**src/rtl/page_xlat_pkg.sv**
```systemverilog
package page_xlat_pkg;

  typedef enum logic [1:0] {
    KIND_LOAD  = 2'b00,
    KIND_STORE = 2'b01,
    KIND_FETCH = 2'b10,
    KIND_ALT   = 2'b11
  } kind_e;

  typedef enum logic {
    ST_IDLE = 1'b0,
    ST_WALK = 1'b1
  } walk_state_e;

  // rights: bit0 = writable, bit1 = executable; all valid pages readable
  function automatic logic rights_ok(input logic [1:0] kind, input logic [1:0] rights);
    case (kind)
      KIND_STORE: rights_ok = rights[0];
      KIND_FETCH: rights_ok = rights[1];
      default:    rights_ok = 1'b1;
    endcase
  endfunction

endpackage

```
**src/rtl/xlat_lru.sv**
```systemverilog
module xlat_lru #(
  parameter int N  = 4,
  parameter int IW = $clog2(N)
) (
  input  logic          clk_i,
  input  logic          rst_ni,
  input  logic          touch_i,
  input  logic [IW-1:0] touch_idx_i,
  input  logic [N-1:0]  valid_i,
  output logic [IW-1:0] victim_o,
  output logic [N-1:0]  oldest_o
);
  localparam logic [IW-1:0] AGE_MAX = IW'(N - 1);

  logic [IW-1:0] age_q [N];

  always_ff @(posedge clk_i or negedge rst_ni) begin
    if (!rst_ni) begin
      for (int i = 0; i < N; i++) age_q[i] <= IW'(i);
    end else if (touch_i) begin
      for (int i = 0; i < N; i++) begin
        if (IW'(i) == touch_idx_i)              age_q[i] <= '0;
        else if (age_q[i] < age_q[touch_idx_i]) age_q[i] <= age_q[i] + 1'b1;
      end
    end
  end

  for (genvar g = 0; g < N; g++) begin : g_old
    assign oldest_o[g] = (age_q[g] == AGE_MAX);
  end

  // empty slot first, else the oldest
  always_comb begin
    logic found;
    victim_o = '0;
    found    = 1'b0;
    for (int i = 0; i < N; i++) begin
      if (!valid_i[i] && !found) begin
        victim_o = IW'(i);
        found    = 1'b1;
      end
    end
    if (!found) begin
      for (int i = 0; i < N; i++) begin
        if (oldest_o[i]) victim_o = IW'(i);
      end
    end
  end
endmodule

```
**src/rtl/xlat_cam.sv**
```systemverilog
module xlat_cam #(
  parameter int N     = 4,
  parameter int VPN_W = 5,
  parameter int PPN_W = 3,
  parameter int IW    = $clog2(N)
) (
  input  logic             clk_i,
  input  logic             rst_ni,
  input  logic             flush_i,
  input  logic [VPN_W-1:0] lookup_vpn_i,
  output logic             hit_o,
  output logic [IW-1:0]    hit_idx_o,
  output logic [1:0]       hit_rights_o,
  output logic [PPN_W-1:0] hit_ppn_o,
  input  logic             fill_i,
  input  logic [IW-1:0]    fill_idx_i,
  input  logic [VPN_W-1:0] fill_vpn_i,
  input  logic [1:0]       fill_rights_i,
  input  logic [PPN_W-1:0] fill_ppn_i,
  output logic [N-1:0]     valid_o
);
  logic [N-1:0]     vld_q;
  logic [VPN_W-1:0] vpn_q    [N];
  logic [1:0]       rights_q [N];
  logic [PPN_W-1:0] ppn_q    [N];
  logic [N-1:0]     match;

  always_ff @(posedge clk_i or negedge rst_ni) begin
    if (!rst_ni) begin
      vld_q <= '0;
      for (int i = 0; i < N; i++) begin
        vpn_q[i]    <= '0;
        rights_q[i] <= '0;
        ppn_q[i]    <= '0;
      end
    end else if (flush_i) begin
      vld_q <= '0;
    end else if (fill_i) begin
      vld_q[fill_idx_i]    <= 1'b1;
      vpn_q[fill_idx_i]    <= fill_vpn_i;
      rights_q[fill_idx_i] <= fill_rights_i;
      ppn_q[fill_idx_i]    <= fill_ppn_i;
    end
  end

  for (genvar g = 0; g < N; g++) begin : g_cmp
    assign match[g] = vld_q[g] && (vpn_q[g] == lookup_vpn_i);
  end

  always_comb begin
    hit_idx_o    = '0;
    hit_rights_o = '0;
    hit_ppn_o    = '0;
    for (int i = 0; i < N; i++) begin
      if (match[i]) begin
        hit_idx_o    = IW'(i);
        hit_rights_o = rights_q[i];
        hit_ppn_o    = ppn_q[i];
      end
    end
  end

  assign hit_o   = |match;
  assign valid_o = vld_q;
endmodule

```
**src/rtl/page_xlat.sv**
```systemverilog
module page_xlat
  import page_xlat_pkg::*;
#(
  parameter int VA_W    = 15,
  parameter int PA_W    = 13,
  parameter int PAGE_W  = 10,
  parameter int TLB_N   = 4,
  parameter int MADDR_W = 32,
  parameter int MDATA_W = 32,
  parameter int PTE_B   = 4
) (
  input  logic               clk_i,
  input  logic               rst_ni,
  input  logic               req_valid_i,
  output logic               req_ready_o,
  input  logic [VA_W-1:0]    req_vaddr_i,
  input  logic [1:0]         req_kind_i,
  output logic               rsp_valid_o,
  output logic [PA_W-1:0]    rsp_paddr_o,
  output logic               rsp_page_fault_o,
  output logic               rsp_prot_fault_o,
  output logic               mem_req_o,
  output logic [MADDR_W-1:0] mem_addr_o,
  input  logic               mem_rvalid_i,
  input  logic [MDATA_W-1:0] mem_rdata_i,
  input  logic               base_we_i,
  input  logic [MADDR_W-1:0] base_wdata_i
);
  localparam int VPN_W  = VA_W - PAGE_W;
  localparam int PPN_W  = PA_W - PAGE_W;
  localparam int IW     = $clog2(TLB_N);
  localparam int PTE_SH = $clog2(PTE_B);
  localparam int PPN_LO = 3;

  walk_state_e        state_q;
  logic [MADDR_W-1:0] base_q;
  logic [MADDR_W-1:0] wk_addr_q;
  logic [VPN_W-1:0]   wk_vpn_q;
  logic [PAGE_W-1:0]  wk_off_q;
  logic [1:0]         wk_kind_q;
  logic               stale_q;

  logic               rsp_valid_q, rsp_pf_q, rsp_prf_q;
  logic [PA_W-1:0]    rsp_pa_q;

  logic [VPN_W-1:0]   lk_vpn;
  logic [PAGE_W-1:0]  lk_off;
  logic               fire, hit_w, hit_ok;
  logic [IW-1:0]      hit_idx, victim, touch_idx;
  logic [1:0]         hit_rights;
  logic [PPN_W-1:0]   hit_ppn;
  logic [TLB_N-1:0]   tlb_valid, lru_oldest;

  logic               rd_done, pte_v, pte_ok, fill_w, touch_w;
  logic [1:0]         pte_r;
  logic [PPN_W-1:0]   pte_ppn;
  logic               unused_rdata;

  assign lk_vpn      = req_vaddr_i[VA_W-1:PAGE_W];
  assign lk_off      = req_vaddr_i[PAGE_W-1:0];
  assign req_ready_o = (state_q == ST_IDLE) && !base_we_i;
  assign fire        = req_valid_i && req_ready_o;
  assign hit_ok      = rights_ok(req_kind_i, hit_rights);

  assign rd_done = (state_q == ST_WALK) && mem_rvalid_i;
  assign pte_v   = mem_rdata_i[0];
  assign pte_r   = mem_rdata_i[2:1];
  assign pte_ppn = mem_rdata_i[PPN_LO +: PPN_W];
  assign pte_ok  = rights_ok(wk_kind_q, pte_r);
  assign unused_rdata = ^mem_rdata_i[MDATA_W-1:PPN_LO+PPN_W];

  // stale walks and faulting entries are not cached
  assign fill_w    = rd_done && pte_v && pte_ok && !stale_q && !base_we_i;
  assign touch_w   = (fire && hit_w) || fill_w;
  assign touch_idx = fill_w ? victim : hit_idx;

  xlat_cam #(.N(TLB_N), .VPN_W(VPN_W), .PPN_W(PPN_W)) u_cam (
    .clk_i        (clk_i),
    .rst_ni       (rst_ni),
    .flush_i      (base_we_i),
    .lookup_vpn_i (lk_vpn),
    .hit_o        (hit_w),
    .hit_idx_o    (hit_idx),
    .hit_rights_o (hit_rights),
    .hit_ppn_o    (hit_ppn),
    .fill_i       (fill_w),
    .fill_idx_i   (victim),
    .fill_vpn_i   (wk_vpn_q),
    .fill_rights_i(pte_r),
    .fill_ppn_i   (pte_ppn),
    .valid_o      (tlb_valid)
  );

  xlat_lru #(.N(TLB_N)) u_lru (
    .clk_i       (clk_i),
    .rst_ni      (rst_ni),
    .touch_i     (touch_w),
    .touch_idx_i (touch_idx),
    .valid_i     (tlb_valid),
    .victim_o    (victim),
    .oldest_o    (lru_oldest)
  );

  always_ff @(posedge clk_i or negedge rst_ni) begin
    if (!rst_ni) begin
      state_q     <= ST_IDLE;
      base_q      <= '0;
      wk_addr_q   <= '0;
      wk_vpn_q    <= '0;
      wk_off_q    <= '0;
      wk_kind_q   <= '0;
      stale_q     <= 1'b0;
      rsp_valid_q <= 1'b0;
      rsp_pa_q    <= '0;
      rsp_pf_q    <= 1'b0;
      rsp_prf_q   <= 1'b0;
    end else begin
      rsp_valid_q <= 1'b0;
      if (base_we_i) begin
        base_q  <= base_wdata_i;
        stale_q <= 1'b1;
      end
      if (fire && hit_w) begin
        rsp_valid_q <= 1'b1;
        rsp_pf_q    <= 1'b0;
        rsp_prf_q   <= !hit_ok;
        rsp_pa_q    <= hit_ok ? {hit_ppn, lk_off} : '0;
      end else if (fire) begin
        state_q   <= ST_WALK;
        wk_vpn_q  <= lk_vpn;
        wk_off_q  <= lk_off;
        wk_kind_q <= req_kind_i;
        wk_addr_q <= base_q + (MADDR_W'(lk_vpn) << PTE_SH);
        stale_q   <= 1'b0;
      end
      if (rd_done) begin
        state_q     <= ST_IDLE;
        rsp_valid_q <= 1'b1;
        rsp_pf_q    <= !pte_v;
        rsp_prf_q   <= pte_v && !pte_ok;
        rsp_pa_q    <= (pte_v && pte_ok) ? {pte_ppn, wk_off_q} : '0;
      end
    end
  end

  assign mem_req_o        = (state_q == ST_WALK);
  assign mem_addr_o       = wk_addr_q;
  assign rsp_valid_o      = rsp_valid_q;
  assign rsp_paddr_o      = rsp_pa_q;
  assign rsp_page_fault_o = rsp_pf_q;
  assign rsp_prot_fault_o = rsp_prf_q;
endmodule

```
**config.mk**
```make
export PLATFORM = sky130hd
export DESIGN_NAME = page_xlat
export DESIGN_NICKNAME = d
export VERILOG_FILES = /design/src/rtl/page_xlat_pkg.sv /design/src/rtl/xlat_lru.sv /design/src/rtl/xlat_cam.sv /design/src/rtl/page_xlat.sv
export SDC_FILE = /design/constraint.sdc
export NUM_CORES = 1
export LEC_CHECK = 0
export ABC_AREA = 1
export BUFFER_PORTS_ARGS = -buffer_cell sky130_fd_sc_hd__buf_2
export CAP_MARGIN = 20
export CORE_MARGIN = 10
export CORE_UTILIZATION = 61
export CTS_CLUSTER_DIAMETER = 30
export DETAILED_ROUTE_END_ITERATION = 16
export PLACE_DENSITY = 0.86
export SLEW_MARGIN = 40
export SYNTH_ARGS = -nofsm -noshare
export SYNTH_HDL_FRONTEND = slang
export SYNTH_HIERARCHICAL = 1
export SYNTH_SLANG_ARGS = --single-unit
```
**constraint.sdc**
```tcl
create_clock -name clk_i -period 8.8 [get_ports clk_i]
set_input_delay 1.32 -clock clk_i [delete_from_list [all_inputs] [get_ports clk_i]]
set_output_delay 1.32 -clock clk_i [all_outputs]
set_load 0.05 [all_outputs]
```
=== Word-level counts from Yosys, hierarchy flattened ===
Cells that the tools add are included.

* Memories kept: 0
* Bits in latches: 0
* ROM bits: 0
* RAM bits: 0
* Word-level logic and storage cells: 176
* Flip-flop bits (word level): 151
* Output and inout bits: 50

* Shifts and indexed selects: 0
* Bitwise logic cells: 6
* Reductions and logical operators: 46
* Multiplexer cells: 66
* $mul: 0
* Eq/ne operators: 16
* $add $sub $neg: 5
* Order comparisons: 9
* Div/mod/pow operators: 0

{| class="wikitable"
|+ Operator list
! operator !! number
|-
| 13-bit two-way mux || 4
|-
| 2-bit two-way mux || 25
|-
| 32-bit by 7-bit adder with 32-bit output || 1
|-
| 20-bit bitwise mux || 1
|-
| 5-bit equality test || 4
|-
| 1-bit logical AND || 19
|-
| 1-bit two-way mux || 19
|-
| 3-bit two-way mux || 5
|-
| 2-bit AND reduction || 7
|-
| 2-bit nonzero test || 7
|-
| 12-bit bitwise mux || 1
|-
| 2-bit equality test (second input constant) || 6
|-
| 5-bit demux with 2-bit select || 1
|-
| 1-bit logical NOT || 10
|-
| 2-bit by 1-bit adder with 2-bit output (second input constant) || 4
|-
| 8-bit bitwise mux || 1
|-
| 2-bit less-than comparator || 4
|-
| 4-bit two-way mux || 2
|-
| 3-bit demux with 2-bit select || 1
|-
| 3-bit >= comparator (second input constant) || 2
|-
| 2-bit NOT with 3-bit output || 2
|-
| 5-bit two-way mux || 1
|-
| 2-bit binary-select mux with 2-bit select || 1
|-
| 2-bit demux with 2-bit select || 1
|-
| other kinds (14) || 19
|}

=== Depth between registers and ports, before layout ===
Gate-level depths: netlist of run 1.

* Word-level depth: 22
* Depth in mapped cells: 23
* Mapped depth without buffers: 23

=== Modules after synthesis ===
Netlist of run 1, hierarchy kept.

{| class="wikitable"
|+ By module, submodules not included
! module !! area each (µm²) !! cells an instance !! times used
|-
| page_xlat || 4936.0 || 635 || 1
|-
| xlat_cam || 2255.9 || 299 || 1
|-
| xlat_lru || 726.9 || 115 || 1
|}

=== Least setup slack after synthesis of run 1 ===
No wires, ideal clock.

* Path kind: input -> register
* From: input port req_vaddr_i[13]
* To: register u_lru/age_q[6] (netlist name)
* Required time: 8683 ps
* Cell stages on the path: 21
* Buffers on the path: 0
* Arrival: 3490 ps
* Path slack: 5192 ps
* Path through: inv_2 nor2_1 nor2_1 inv_1 nor2_1 inv_1 nor2_4 inv_2 o21ai_1 nand2_1 nand2_1 nor2_1 a22o_1 a221oi_1 ha_1 nand2_1 nand2_1 nand2_2 nand2_2 nand2_1 nand2_1

* Longest elaborated chain between the ends: 13
* Elaborated cells on any way between the ends: 24
* Those cells by class: order compare: 1; eq/ne: 4; mux: 8; bitwise: 1; reduce/logical: 10

{| class="wikitable"
|+ Ends and longest elaborated chain
! element !! line !! text
|-
| start: declaration || page_xlat.sv:16 || <nowiki>input logic [VA_W-1:0] req_vaddr_i,</nowiki>
|-
| 5-bit equality test || xlat_cam.sv:47 || <nowiki>assign match[g] = vld_q[g] && (vpn_q[g] == lookup_vpn_i);</nowiki>
|-
| 1-bit logical AND || xlat_cam.sv:47 ||
|-
| 1-bit two-way mux || xlat_cam.sv:55 || <nowiki>if (match[i]) begin</nowiki>
|-
| 2-bit two-way mux || xlat_cam.sv:55 ||
|-
| 2-bit two-way mux * || xlat_cam.sv:55 ||
|-
| named net hit_idx[0] || page_xlat.sv:49 || <nowiki>logic [IW-1:0] hit_idx, victim, touch_idx;</nowiki>
|-
| 2-bit two-way mux * || page_xlat.sv:75 || <nowiki>assign touch_idx = fill_w ? victim : hit_idx;</nowiki>
|-
| named net touch_idx[0] || page_xlat.sv:49 ||
|-
| 2-bit NOT with 3-bit output (not written as such) || xlat_lru.sv:23 || <nowiki>else if (age_q[i] < age_q[touch_idx_i]) age_q[i] <= age_q[i] + 1'b1;</nowiki>
|-
| 2-bit binary-select mux with 2-bit select || xlat_lru.sv:23 ||
|-
| 2-bit two-way mux (not written as such) (2 in series) || xlat_lru.sv:23 ||
|-
| 2-bit less-than comparator || xlat_lru.sv:23 ||
|-
| 2-bit nonzero test (no line) || - ||
|-
| 2-bit AND reduction (no line) || - ||
|-
| end signal: indexed assignment || xlat_lru.sv:22 || <nowiki>if (IW'(i) == touch_idx_i) age_q[i] <= '0;</nowiki>
|-
| end: declaration || xlat_lru.sv:15 || <nowiki>logic [IW-1:0] age_q [N];</nowiki>
|}

The timed path passes the listed nets; every way through them passes the cells marked *. The select of a mux whose other input is x is not followed.
A chain may end at the register's enable or synchronous reset.

=== Worst setup path after layout of run 1 ===
* From: input port req_vaddr_i[14]
* To: register u_lru/age_q[5] (netlist name)

The elaborated chain is that of the path after synthesis.

==> impl_metrics.py, run 1 <==
metrics = {
    "critical_path": {
        "cp_top_family": "simple AND/OR/NAND/NOR gates",
        "cpMaxStageDelayCell": "a221oi_1",
        "worstPathBufferInverterCount": 2,
        "r2r_setup_slack_ns": 5.27,
        "slowest_delay_ns": 0.53,
        "rr_endpoint": "u_lru/age_q[5]$_DFFE_PN0P_",
        "crit_chain": "buf_2, inv_2, nand2_1, nand2_1, nor2_2, nand3_2, o21ai_1, nand2_1, nand2_1, nor2_1, a22o_1, a221oi_1, ha_1, nand2_1, nand2_1, nand2_2, nand2_2, nand2_1, nand2_1",
        "crit_fanout": 11,
        "reg2reg_depth": 21,
        "critPathKind": "in -> reg",
        "required_ns": 9.11,
        "cp-end-kind": "register",
        "crit_arrival_ns": 4.24,
        "path_common_cell": "nand2_1",
        "r2r_start": "wk_kind_q[0]$_DFFE_PN0P_",
        "startpoint_type": "input port",
    },
    "drt": {
        "drc": 0,
        "first_pass_iters": 5,
        "wl_per_cell_um": 14.8,
        "totalWireLength_um": 19800,
        "vias": 7026,
        "detail_route.vias_per_cell": 5.27,
        "drt_iter0_markers": 548,
        "antenna_left": 0,
    },
    "synthesis": {
        "ys_async_sr_fraction": 1.00,
        "synth-adder-area-share": 0.0294,
        "syn_area_um2": 7920,
        "synth.largest_area_cell": "dfrtp_1",
        "netlist_top_cells_area": "dfrtp_1 46%, nand2_1 20%, inv_1 4.7%, nand3_1 4.2%, nor2_1 3.7%",
        "synth_compound_area_frac": 0.0730,
        "synth_xor_area_frac": 0.0133,
        "synth_seq_area_share": 0.478,
        "synth_mux_area_frac": 0.0114,
        "synthTopCellsByCount": "419 x nand2_1, 147 x dfrtp_1, 100 x inv_1",
        "ys_ff_latch": 151,
        "syn_nets": 1153,
        "synth-edff-count": 0,
        "yosys.cell_types.count": 38,
        "avgSynthCellArea_um2": 7.55,
        "yosysTopAreaCellShare": 0.465,
        "synth_top_family_by_area": "simple AND/OR/NAND/NOR gates",
        "synth_flop_cell": "dfrtp_1",
        "ys_warn_count": 6,
        "synth-simple-area-share": 0.320,
        "syn-instance-count": 1049,
        "yosysMostFrequentCell": "nand2_1",
    },
    "global_route": {
        "antenna_found_initial": 1,
        "grt_usage": 0.225,
        "grt_pass1_vias": 6982,
        "grt_pass1_wl_um": 32900,
        "overflow": 0,
        "grt_max_degree": 96,
    },
    "sta": {
        "clock_skew_ns": 0.0108,
        "slew_viol_final": 0,
        "rsz0062_at_grt": "false",
        "period_share": 0.446,
        "tightestPinTransition_ns": 0.764,
        "fin_crit_ns": 3.93,
        "final_hold_viol_count": 0,
        "fin_setup_tns_ns": 0,
        "setup_viol": 0,
        "relSlewSlack": 0.489,
        "fmax_mhz": 255,
    },
    "cts": {
        "clock_path_buffers": 2,
        "cts_root_buffer": "clkbuf_16",
        "holdBufCountCts": 0,
        "post_cts_buffers": 0,
        "htree_levels": 4,
        "clk_latency_ns": 0.43,
        "cts.sinks": 151,
        "cts_tree": "done",
        "cts_buffers": 17,
        "ctsResizeCount": 0,
        "clkSlewWorstSetupHoldPaths_ns": 0.06,
    },
    "hold_path": {
        "hold_path.class": "reg -> reg",
        "min_path_cells": 2,
        "whs_endpoint": "mem_addr_o[2]$_DFFE_PN0P_",
        "hp-start": "mem_addr_o[2]$_DFFE_PN0P_",
    },
    "job": {
        "timing.max_cap.violations": 0,
    },
    "power_and_ir_drop": {
        "p_leak_nw": 4.79,
        "p_per_area_nw_per_um2": 281,
        "finalPower_w": 0.00258,
        "ir_drop_uv": 208,
    },
    "finish": {
        "area_growth_pct": 15.6,
        "drive_gt1_frac": 0.170,
        "fin_nets": 1253,
    },
    "die": {
        "die_width_um": 134,
        "rows": 41,
        "dieArea_um2": 17900,
        "core_area_um2": 12700,
        "start_util": 0.625,
        "ios": 136,
        "die_h_um": 134,
    },
    "placement": {
        "place.port_buffers": 109,
        "gp_congestion": 0.896,
        "dp_hpwl_um": 13900,
    },
    "status": {
        "outcome": "completed",
    },
}
[metrics by stage]
step,hold slack [ns],std cells,utilization,cell area (um2),worst slack [ns]
6_report,0.471,1334,0.723,9160,4.87
5_1_grt,0.496,1334,0.723,9160,4.59
4_1_cts,0.472,1333,0.722,9140,4.90
3_5_place_dp,0.458,1302,0.674,8540,4.48
3_3_place_gp,0.450,1302,0.673,8530,4.56
2_1_floorplan,0.442,1049,-,7920,5.19
[worst max path at each step]
| stage | start | endpoint | slack [ns] | cells past startpoint |
|---|---|---|---|---|
| 6_report | req_vaddr_i[14] | u_lru/age_q[5]$_DFFE_PN0P_ | 4.87 | 19 |
| 5_1_grt | mem_rvalid_i | u_lru/age_q[5]$_DFFE_PN0P_ | 4.59 | 19 |
| 4_1_cts | req_vaddr_i[14] | u_lru/age_q[5]$_DFFE_PN0P_ | 4.90 | 18 |
| 3_5_place_dp | req_vaddr_i[14] | u_lru/age_q[2]$_DFFE_PN0P_ | 4.48 | 18 |
| 3_3_place_gp | req_vaddr_i[13] | u_lru/age_q[2]$_DFFE_PN0P_ | 4.56 | 22 |
| 2_1_floorplan | req_vaddr_i[13] | u_lru/age_q[6]$_DFFE_PN0P_ | 5.19 | 21 |
[registers in the layout, summed over array words and instances, names as in the netlist, 8 cells and up]
signal / count
base_q: 32
mem_addr_o: 32
rsp_paddr_o: 13
u_cam/ppn_q: 12
u_cam/rights_q: 8
u_cam/vpn_q: 20
u_lru/age_q: 8
wk_off_q: 10
[area by class of cell]
class | instances | area (um2)
diodes | 1 | 2.50
clock buffers | 26 | 519
clock inverters | 5 | 85.1
fillers | 1032 | 3520
inverters | 112 | 423
multi-input cells | 755 | 3550
flip-flops and latches | 151 | 3780
well taps | 172 | 215
repair buffers | 112 | 578
[layer usage]
metal,track usage,up-vias,routed length [um]
met5,0,-,0
met4,0.0738,0,299
met1,0.267,3321,8460
li1,-,3479,-
met3,0.0583,22,1100
met2,0.388,204,9890
[power breakdown]
group          internal, W  leakage (nW)  switching (W)
clock             0.000463         0.293       0.000275
sequential        0.000870          1.94       0.000104
combinational     0.000200          2.56       0.000666
total              0.00153          4.79        0.00104
[layout by cell type (no fill, tap or decap), types with 3 or more instances in the layout]
cell type	Yosys	final
clkbuf_1	12	3
dfrtp_1	147	147
nand3_1	66	64
ha_1	17	17
clkbuf_16	0	17
and2_1	3	3
dfstp_2	4	4
nand2_2	13	13
a21oi_1	7	7
nor2_4	5	5
inv_2	12	11
nand3_2	3	5
o21ai_1	45	45
xor2_1	8	8
mux2_2	8	8
xnor2_1	4	4
nor2_1	78	78
o21ai_0	44	44
buf_2	12	108
nand4_1	10	10
a21oi_2	3	3
nand2_1	419	419
inv_1	100	100
nor2_2	4	4
buf_4	0	3
clkbuf_8	0	6
[worst min-delay path: stages, from the launching register on]
cell and delay, ns:
dfrtp_1 0.34, nand2_1 0.05, nand2_1 0.05
[cell families (layout without fill, tap and decap cells)]
kind of cell | Yosys count | after routing
xor+xnor | 12 | 12
flops | 151 | 151
simple gates | 609 | 609
other cells | 0 | 1
fa+ha+maj | 18 | 18
mux | 8 | 8
buf+inv | 143 | 255
compound gates | 108 | 108
Power figures use the tool's default switching activity.
==> inputs of run 2 (changes only) <==
--- a/config.mk
+++ b/config.mk
@@ -9,10 +9,10 @@
 export BUFFER_PORTS_ARGS = -buffer_cell sky130_fd_sc_hd__buf_2
 export CAP_MARGIN = 20
 export CORE_MARGIN = 10
-export CORE_UTILIZATION = 61
+export CORE_UTILIZATION = 57
 export CTS_CLUSTER_DIAMETER = 30
 export DETAILED_ROUTE_END_ITERATION = 16
-export PLACE_DENSITY = 0.86
+export PLACE_DENSITY = 0.81
 export SLEW_MARGIN = 40
 export SYNTH_ARGS = -nofsm -noshare
 export SYNTH_HDL_FRONTEND = slang
==> constraint.sdc (replaced) <==
create_clock -name clk_i -period 4.1 [get_ports clk_i]
set_input_delay 0.615 -clock clk_i [delete_from_list [all_inputs] [get_ports clk_i]]
set_output_delay 0.615 -clock clk_i [all_outputs]
set_load 0.05 [all_outputs]
==> impl_metrics.py, run 2 (synthesis results as in run 1) <==
metrics = {
    "cts": {
        "cts.sinks": 151,
        "clkSlewWorstSetupHoldPaths_ns": 0.06,
        "cts_tree": "done",
        "post_cts_buffers": 0,
        "clock_path_buffers": 2,
        "cts_root_buffer": "clkbuf_16",
        "ctsResizeCount": 0,
        "htree_levels": 4,
        "cts_buffers": 17,
        "holdBufCountCts": 0,
        "clk_latency_ns": 0.42,
    },
    "critical_path": {
        "cpMaxStageDelayCell": "a221oi_1",
        "startpoint_type": "register",
        "path_common_cell": "nand2_1",
        "crit_arrival_ns": 3.75,
        "crit_chain": "inv_1, ha_1, a21oi_1, nand2_1, nand2_1, inv_2, nand2_1, inv_2, nand2_1, nand2_1, nand2_1, inv_1, a22o_1, a221oi_1, ha_1, nand2_1, nand2_1, nand2_2, nand2_1, nand2_1, nand2_1",
        "required_ns": 4.41,
        "critPathKind": "reg -> reg",
        "crit_fanout": 13,
        "cp-end-kind": "register",
        "slowest_delay_ns": 0.53,
    },
    "finish": {
        "fin_nets": 1254,
        "fillers": 1205,
        "layout_commonest_cell": "nand2_1",
        "drive_gt1_frac": 0.172,
        "num_antenna_cells": 0,
        "final_cells": 1343,
        "area_growth_pct": 15.4,
        "multi_input_area_um2": 3550,
        "register_area_um2": 3780,
        "mostFrequentLayoutCells": "419 x nand2_1, 147 x dfrtp_1, 108 x buf_2",
    },
    "status": {
        "outcome": "completed",
    },
    "power_and_ir_drop": {
        "finalPower_w": 0.00544,
        "p_per_area_nw_per_um2": 596,
        "ir_drop_uv": 400,
        "p_leak_nw": 4.79,
    },
    "drt": {
        "drc": 0,
        "first_pass_iters": 5,
        "antenna_left": 0,
        "detail_route.vias_per_cell": 5.21,
        "wl_per_cell_um": 14.8,
        "totalWireLength_um": 19900,
        "drt_iter0_markers": 450,
        "vias": 6991,
    },
    "global_route": {
        "grt_usage": 0.216,
        "antenna_found_initial": 0,
        "grt_max_degree": 101,
        "grt_pass1_vias": 6794,
        "overflow": 0,
        "grt_pass1_wl_um": 32500,
    },
    "placement": {
        "placed_cells": 1311,
        "gp_congestion": 0.920,
        "place.port_buffers": 109,
        "dp_hpwl_um": 14000,
    },
    "die": {
        "core_area_um2": 13700,
        "die_width_um": 138,
        "dieArea_um2": 19000,
        "die_h_um": 138,
        "ios": 136,
        "rows": 43,
        "start_util": 0.577,
    },
    "sta": {
        "fin_crit_ns": 3.44,
        "setup_viol": 0,
        "fin_setup_tns_ns": 0,
        "tightestPinTransition_ns": 0.756,
        "fmax_mhz": 290,
        "rsz0062_at_grt": "false",
        "clock_skew_ns": 0.00917,
        "final_hold_viol_count": 0,
        "slew_viol_final": 0,
        "relSlewSlack": 0.495,
        "period_share": 0.840,
    },
    "hold_path": {
        "hold_path.class": "in -> async",
    },
    "job": {
        "timing.max_cap.violations": 0,
    },
}
[run 2: final timing paths]
check | start | endpoint | slack [ns] | cells after the start
max | wk_kind_q[0]$_DFFE_PN0P_ | u_lru/age_q[2]$_DFFE_PN0P_ | 0.66 | 21
min | rst_ni | wk_vpn_q[2]$_DFFE_PN0P_ | 0.22 | 1
max reg2reg | wk_kind_q[0]$_DFFE_PN0P_ | u_lru/age_q[2]$_DFFE_PN0P_ | 0.66 | 21
min reg2reg | wk_vpn_q[0]$_DFFE_PN0P_ | wk_vpn_q[0]$_DFFE_PN0P_ | 0.47 | 2
max in group asynchronous | rst_ni | base_q[12]$_DFFE_PN0P_ | 3.02 | 2
min in group clk_i | base_wdata_i[20] | base_q[20]$_DFFE_PN0P_ | 0.39 | 3
[run 2: area by class of cell]
| class | count | area share |
|---|---|---|
| Timing Repair Buffer | 113 | 0.0641 |
| Tap cell | 180 | 0.0246 |
| Clock inverter | 8 | 0.00767 |
| Clock buffer | 24 | 0.0549 |
| Multi-Input combinational cell | 755 | 0.388 |
| Sequential cell | 151 | 0.414 |
| Inverter | 112 | 0.0463 |
[run 2: power by group]
part	switching (W)	internal [W]
Clock	0.000592	0.000910
Combinational	0.00142	0.000429
Sequential	0.000223	0.00187
Total	0.00224	0.00321
[run 2: per-stage QoR]
stage | instance area [um2] | util | setup WS [ns] | hold slack, ns
floorplan | 7920 | - | 1.12 | 0.319
finish | 9140 | 0.666 | 0.657 | 0.222
global route | 9140 | 0.666 | 0.321 | 0.280
CTS | 9130 | 0.665 | 0.607 | 0.249
global placement | 8550 | 0.623 | 0.576 | 0.451
detailed placement | 8560 | 0.624 | 0.477 | 0.459
[run 2: worst max-delay path, delay by kind of cell, from the launching register on]
family | cells | cell delay [ns]
flip-flops | 1 | 0.35
buffers and inverters | 4 | 0.32
adder cells (fa/ha/maj) | 2 | 0.64
AO/OA/AOI/OAI | 3 | 0.96
AND/OR/NAND/NOR | 12 | 1.03
[run 2: layer usage]
| layer | GRT usage | part of all wire | up-vias |
|---|---|---|---|
| li1 | - | - | 3477 |
| met1 | 0.257 | 0.42 | 3249 |
| met2 | 0.368 | 0.49 | 228 |
| met3 | 0.0496 | 0.061 | 37 |
| met4 | 0.0881 | 0.024 | 0 |
| met5 | 0 | 0 | - |
